## src/rtl/pci_link_pkg.sv

```systemverilog
// Package: shared constants and helper functions for the link router.
// Assumes an 8-bit routing byte: bit 7 = off flag, bits 3:0 = target line.
package pci_link_pkg;
    localparam int ROUTE_W = 8;
    localparam int TGT_W   = 4;
    localparam int OFF_BIT = 7;

    // Keep only the off flag and the target field of a written byte.
    function automatic logic [ROUTE_W-1:0] scrub_route(input logic [ROUTE_W-1:0] v);
        return {v[OFF_BIT], 3'b000, v[TGT_W-1:0]};
    endfunction

    // True when a routing byte is enabled and names a usable line.
    function automatic logic route_usable(input logic [ROUTE_W-1:0] r,
                                          input logic [(1<<TGT_W)-1:0] mask);
        return !r[OFF_BIT] && mask[r[TGT_W-1:0]];
    endfunction
endpackage

```

## src/rtl/link_route_regs.sv

```systemverilog
// Module: link_route_regs
// Holds one routing byte per link, with a write port and a registered read port.
// Assumes: reg_idx can exceed the link count; such writes are dropped and
// such reads return zero. Reset sets every link to the "off" value.
module link_route_regs
    import pci_link_pkg::*;
#(
    parameter int NUM_LINKS = 8,
    parameter int IDX_W     = 4
) (
    input  logic                                  clk,
    input  logic                                  rst_n,
    input  logic [IDX_W-1:0]                      reg_idx,
    input  logic                                  reg_we,
    input  logic                                  reg_re,
    input  logic [ROUTE_W-1:0]                    reg_wdata,
    output logic [ROUTE_W-1:0]                    reg_rdata,
    output logic [NUM_LINKS-1:0][ROUTE_W-1:0]     route_o
);
    localparam int SEL_W = (NUM_LINKS > 1) ? $clog2(NUM_LINKS) : 1;
    localparam logic [ROUTE_W-1:0] OFF_VALUE = ROUTE_W'(1) << OFF_BIT;

    logic [NUM_LINKS-1:0][ROUTE_W-1:0] route_q;
    logic [SEL_W-1:0]                  sel;
    logic                              in_range;

    // Decode the index into a link select and a range flag.
    always_comb begin
        sel      = reg_idx[SEL_W-1:0];
        in_range = (reg_idx < IDX_W'(NUM_LINKS));
    end

    // Routing storage: reset to off, write the scrubbed byte when addressed.
    always_ff @(posedge clk) begin
        if (!rst_n) begin
            for (int l = 0; l < NUM_LINKS; l++) route_q[l] <= OFF_VALUE;
        end else if (reg_we && in_range) begin
            route_q[sel] <= scrub_route(reg_wdata);
        end
    end

    // Read data register: loads on a read strobe, zero for out-of-range.
    always_ff @(posedge clk) begin
        if (!rst_n)      reg_rdata <= '0;
        else if (reg_re) reg_rdata <= in_range ? route_q[sel] : '0;
    end

    assign route_o = route_q;

    AST_WRITE_STORED: assert property (@(posedge clk) disable iff (!rst_n)
        (reg_we && in_range) |=> route_q[$past(sel)] == scrub_route($past(reg_wdata)));
    AST_RDATA_RSVD_ZERO: assert property (@(posedge clk) disable iff (!rst_n)
        reg_rdata[6:4] == 3'b000);
    AST_OOR_WRITE_HOLD: assert property (@(posedge clk) disable iff (!rst_n)
        (reg_we && !in_range) |=> route_q == $past(route_q));
endmodule

```

## src/rtl/link_activity.sv

```systemverilog
// Module: link_activity
// Folds each link's group of sharing request wires into one active flag.
// Assumes requests are level signals already synchronous to the clock.
module link_activity #(
    parameter int NUM_LINKS = 8,
    parameter int REQS      = 4
) (
    input  logic [NUM_LINKS*REQS-1:0] link_req,
    output logic [NUM_LINKS-1:0]      active
);
    for (genvar l = 0; l < NUM_LINKS; l++) begin : g_link
        // A link is active while any of its requesters is high.
        assign active[l] = |link_req[l*REQS +: REQS];
    end
endmodule

```

## src/rtl/irq_route_fanout.sv

```systemverilog
// Module: irq_route_fanout
// Steers active links onto legacy lines as a purely combinational OR matrix.
// Assumes the routing bytes come from registers, so a rewrite switches the
// old and new line at the same clock edge.
module irq_route_fanout
    import pci_link_pkg::*;
#(
    parameter int NUM_LINKS = 8,
    parameter int NUM_IRQ   = 1 << TGT_W,
    parameter logic [NUM_IRQ-1:0] PERMIT_MASK = 16'hDEF8
) (
    input  logic [NUM_LINKS-1:0][ROUTE_W-1:0] route,
    input  logic [NUM_LINKS-1:0]              active,
    output logic [NUM_IRQ-1:0]                irq
);
    logic [NUM_LINKS-1:0] drives;

    for (genvar l = 0; l < NUM_LINKS; l++) begin : g_drive
        // A link drives only when active and routed to a usable line.
        assign drives[l] = active[l] && route_usable(route[l], PERMIT_MASK);
    end

    for (genvar j = 0; j < NUM_IRQ; j++) begin : g_line
        logic [NUM_LINKS-1:0] hit;
        for (genvar l = 0; l < NUM_LINKS; l++) begin : g_hit
            // This link contributes to line j when it targets j.
            assign hit[l] = drives[l] && (route[l][TGT_W-1:0] == TGT_W'(j));
        end
        // Line j is the OR of its contributors, gated by the permit mask.
        assign irq[j] = PERMIT_MASK[j] & (|hit);
    end
endmodule

```

## src/rtl/pci_link_router.sv

```systemverilog
// Module: pci_link_router (top)
// Eight interrupt links with shared level requests routed onto sixteen
// legacy lines through per-link routing bytes.
// Assumes synchronous active-low reset and an index port wider than needed.
module pci_link_router
    import pci_link_pkg::*;
#(
    parameter int NUM_LINKS = 8,
    parameter int REQS      = 4,
    parameter int IDX_W     = 4,
    parameter logic [15:0] PERMIT_MASK = 16'hDEF8
) (
    input  logic                      clk,
    input  logic                      rst_n,
    input  logic [IDX_W-1:0]          reg_idx,
    input  logic                      reg_we,
    input  logic                      reg_re,
    input  logic [7:0]                reg_wdata,
    output logic [7:0]                reg_rdata,
    input  logic [NUM_LINKS*REQS-1:0] link_req,
    output logic [15:0]               irq
);
    localparam int NUM_IRQ = 1 << TGT_W;

    logic [NUM_LINKS-1:0][ROUTE_W-1:0] route;
    logic [NUM_LINKS-1:0]              active;
    logic [NUM_LINKS-1:0]              usable;

    link_route_regs #(.NUM_LINKS(NUM_LINKS), .IDX_W(IDX_W)) u_regs (
        .clk       (clk),
        .rst_n     (rst_n),
        .reg_idx   (reg_idx),
        .reg_we    (reg_we),
        .reg_re    (reg_re),
        .reg_wdata (reg_wdata),
        .reg_rdata (reg_rdata),
        .route_o   (route)
    );

    link_activity #(.NUM_LINKS(NUM_LINKS), .REQS(REQS)) u_act (
        .link_req (link_req),
        .active   (active)
    );

    irq_route_fanout #(.NUM_LINKS(NUM_LINKS), .NUM_IRQ(NUM_IRQ),
                       .PERMIT_MASK(PERMIT_MASK)) u_fan (
        .route  (route),
        .active (active),
        .irq    (irq)
    );

    for (genvar l = 0; l < NUM_LINKS; l++) begin : g_use
        // Per-link usability, used only by the checks below.
        assign usable[l] = route_usable(route[l], PERMIT_MASK);
    end

    AST_IDLE_QUIET: assert property (@(posedge clk) disable iff (!rst_n)
        (link_req == '0) |-> (irq == '0));
    AST_NO_ROUTE_QUIET: assert property (@(posedge clk) disable iff (!rst_n)
        (usable == '0) |-> (irq == '0));
    AST_RESERVED_LOW: assert property (@(posedge clk) disable iff (!rst_n)
        (irq & ~PERMIT_MASK) == '0);
endmodule

```

## config.mk

```make
export PLATFORM = sky130hd
export DESIGN_NAME = pci_link_router
export DESIGN_NICKNAME = d
export VERILOG_FILES = /design/src/rtl/pci_link_pkg.sv /design/src/rtl/link_route_regs.sv /design/src/rtl/link_activity.sv /design/src/rtl/irq_route_fanout.sv /design/src/rtl/pci_link_router.sv
export SDC_FILE = /design/constraint.sdc
export NUM_CORES = 1
export LEC_CHECK = 0
export ABC_AREA = 0
export BUFFER_PORTS_ARGS = -buffer_cell sky130_fd_sc_hd__clkbuf_2
export CAP_MARGIN = 15
export CORE_MARGIN = 2
export CORE_UTILIZATION = 55
export CTS_CLUSTER_DIAMETER = 100
export DETAILED_ROUTE_END_ITERATION = 8
export PLACE_DENSITY = 0.81
export SYNTH_ARGS = -nofsm -noshare
export SYNTH_HDL_FRONTEND = slang
export SYNTH_HIERARCHICAL = 1
export SYNTH_SLANG_ARGS = --single-unit
```

## constraint.sdc

```tcl
create_clock -name clk -period 2.3 [get_ports clk]
set_clock_uncertainty 0.1 [all_clocks]
set_input_delay 0.46 -clock clk [delete_from_list [all_inputs] [get_ports clk]]
set_output_delay 0.46 -clock clk [all_outputs]
set_load 0.005 [all_outputs]
```

==> impl_metrics.csv <==
group,metric,value,unit
yosys,yosysWarnings,6,
worst_setup_path,worst_setup_path_start_kind,"primary input",
timing,setup_ws,-270,ps
timing,tns,-2440,ps
clock_network,clockBufferDepth,2,
worst_setup_path,cp.depth,8,
grt,overflow,0,
floorplan,die_area,6690,µm²
min_path,holdPathStages,2,
timing,hold_viol,0,
worst_setup_path,crit_family,"simple AND/OR/NAND/NOR gates",
worst_setup_path,crit_chain,"clkbuf_2, or4_4, nand3b_1, buf_4, o22ai_2, a311oi_2, nand3_1, buf_2",
power_and_ir_drop,p_int,0.00123,W
timing,worstMarginPinSlew,678,ps
detailed_routing,vias,3795,
timing,final-setup-viol-count,11,
clock_network,cts.sinks,45,
finish,fin_area,4090,µm²
worst_setup_path,arrival,2010,ps
worst_setup_path,path_class,"in -> out",
grt,antenna_found_initial,0,
power_and_ir_drop,swShare,25.1,%
run_status,outcome,"finished, violations left",
worst_setup_path,r2r_setup_slack,610,ps
power_and_ir_drop,power.switching,0.000411,W
finish,diodes,0,
detailed_routing,drc,0,
grt,grt_max_degree,27,
grt,grt_pass1_vias,3346,
detailed_routing,ant_nets,0,
finish,drive_above_1_share,30.2,%
clock_network,clock_latency,300,ps
power_and_ir_drop,p_comb_share,12.2,%
power_and_ir_drop,seqPwrFrac,49.5,%
power_and_ir_drop,vdd_drop_max,0.521,mV
placed_design,dp_hpwl,8430,µm
placed_design,io_buffer_count,60,
worst_setup_path,crit_fanout,3,
yosys,synthCells,419,
grt,grt_pass1_wl,17200,µm
worst_setup_path,crit_required,1740,ps
placed_design,dpl.cell_count,543,
worst_setup_path,crit_path_max_incr_delay,540,ps
floorplan,die_w,81.8,µm
placed_design,gp_congestion,0.971,
run_status,violations,"negative setup slack",
finish,final_cells,558,
power_and_ir_drop,leakage,1.42,nW
clock_network,cts-root-buf,"clkbuf_8",
min_path,hp-class,"reg -> reg",
grt,track_usage,34.7,%
yosys,syn_area,3330,µm²
worst_setup_path,rr_worst_depth,4,
power_and_ir_drop,clkPwrFrac,38.3,%
floorplan,fp.dieH,81.8,µm
detailed_routing,drtIter0Drc,318,
timing,period_share,112,%
clock_network,cts_tree,"yes",
detailed_routing,drt_pass1_iterations,5,
floorplan,num_rows,28,
floorplan,coreArea,5890,µm²
timing,max_freq,0.389,GHz
clock_network,hold_buffers,0,
timing,slew_violations,0,
worst_setup_path,critPathBufInv,3,
worst_setup_path,endpoint_kind,"output pin",
floorplan,io_pins,72,
timing,finalCriticalPeriod,2570,ps
finish,final_nets,530,
power_and_ir_drop,cellPowerDensity,401,nW/µm²
timing,rsz0062_at_grt,"true",
clock_network,path_clk_slew,90,ps
worst_setup_path,critPathSlowestCell,"or4_4",
detailed_routing,wire_per_inst,20.6,µm
detailed_routing,viasPerCell,6.80,
finish,fin_util,69.4,%
run,cap_violations,0,
yosys,avgSynthCellArea,7.95,µm²
timing,max_slew_margin,54.7,%
placed_design,place_area,3700,µm²
clock_network,htreeDepth,2,
clock_network,cts_inserted_buffers,5,
detailed_routing,wirelength,11500,µm
finish,syn_to_final_growth,22.7,%
floorplan,start_util,56.6,%
## through the flow
step                hold slack, ps  setup slack, ps  total power, W
global route                   393             -327         0.00169
floorplan                      342             6.72        0.000955
global placement               335             -406         0.00101
detailed placement             343             -402         0.00101
CTS                            355             -250         0.00163
finish                         352             -270         0.00164
## sequential cells by signal, summed over array words and instances (netlist names)
| name | count |
|---|---|
| u_regs/route_o | 40 |
| u_regs/reg_rdata | 5 |
## per-layer routing
metal / track usage, % / vias to the layer above / wire [µm]
met5: 0 / - / 0
met4: 20.0 / 0 / 680
met3: 5.93 / 61 / 844
met2: 56.9 / 220 / 5440
met1: 42.8 / 1807 / 4530
li1: - / 1707 / -
## cell type report
cell class                      instances  area [µm²]
Sequential cell                        45         901
Clock buffer                            6        82.6
Timing Repair Buffer                   91         548
Multi-Input combinational cell        332        2400
Fill cell                             498        1800
Inverter                                7        26.3
Clock inverter                          2        37.5
Tap cell                               75        93.8
## path summary, 6_finish.rpt
| kind | from | endpoint |
|---|---|---|
| setup / recovery | link_req[30] | irq[14] |
| hold / removal | u_regs/reg_rdata[1]$_SDFFE_PN0P_ | u_regs/reg_rdata[1]$_SDFFE_PN0P_ |
| setup reg to reg | u_regs/route_o[19]$_SDFFE_PN0P_ | u_regs/reg_rdata[3]$_SDFFE_PN0P_ |
| hold reg to reg | u_regs/reg_rdata[1]$_SDFFE_PN0P_ | u_regs/reg_rdata[1]$_SDFFE_PN0P_ |
## worst reg2reg max path, stage by stage (launching register included)
cell,delay (ps)
dfxtp_1,360
buf_4,160
mux4_2,480
nor2b_1,150
o311a_1,350
## repair_timing
action                     CTS  global route
gates resized for setup     32            11
setup endpoints to repair   11            11
pin swaps                   19            11
buffers inserted             4             3
## cell usage in the layout (no fill, tap or decap), drive strengths merged, types with 4 or more instances in the layout
master   instances
clkbuf          62
inv              7
nor3            18
o21ai           44
o22ai            9
a21boi          32
nor2b            7
dfxtp           45
nor4             8
and4bb           4
mux4             5
nand4b           6
nand3           59
nand2b          14
nand4bb          9
nand3b           6
nand2           16
a21oi            6
or4              8
nor2            13
a31oi            9
conb             8
buf             35
nor3b            7
mux2i           18
## power groups by stage
stage	clock network [W]	registers [W]	logic, W
2_1_floorplan	0	0.000819	0.000136
3_3_place_gp	0	0.000827	0.000179
3_5_place_dp	0	0.000828	0.000185
4_1_cts	0.000625	0.000810	0.000195
5_1_grt	0.000659	0.000814	0.000216
6_report	0.000627	0.000812	0.000200
(Power assumes the default switching activity.)
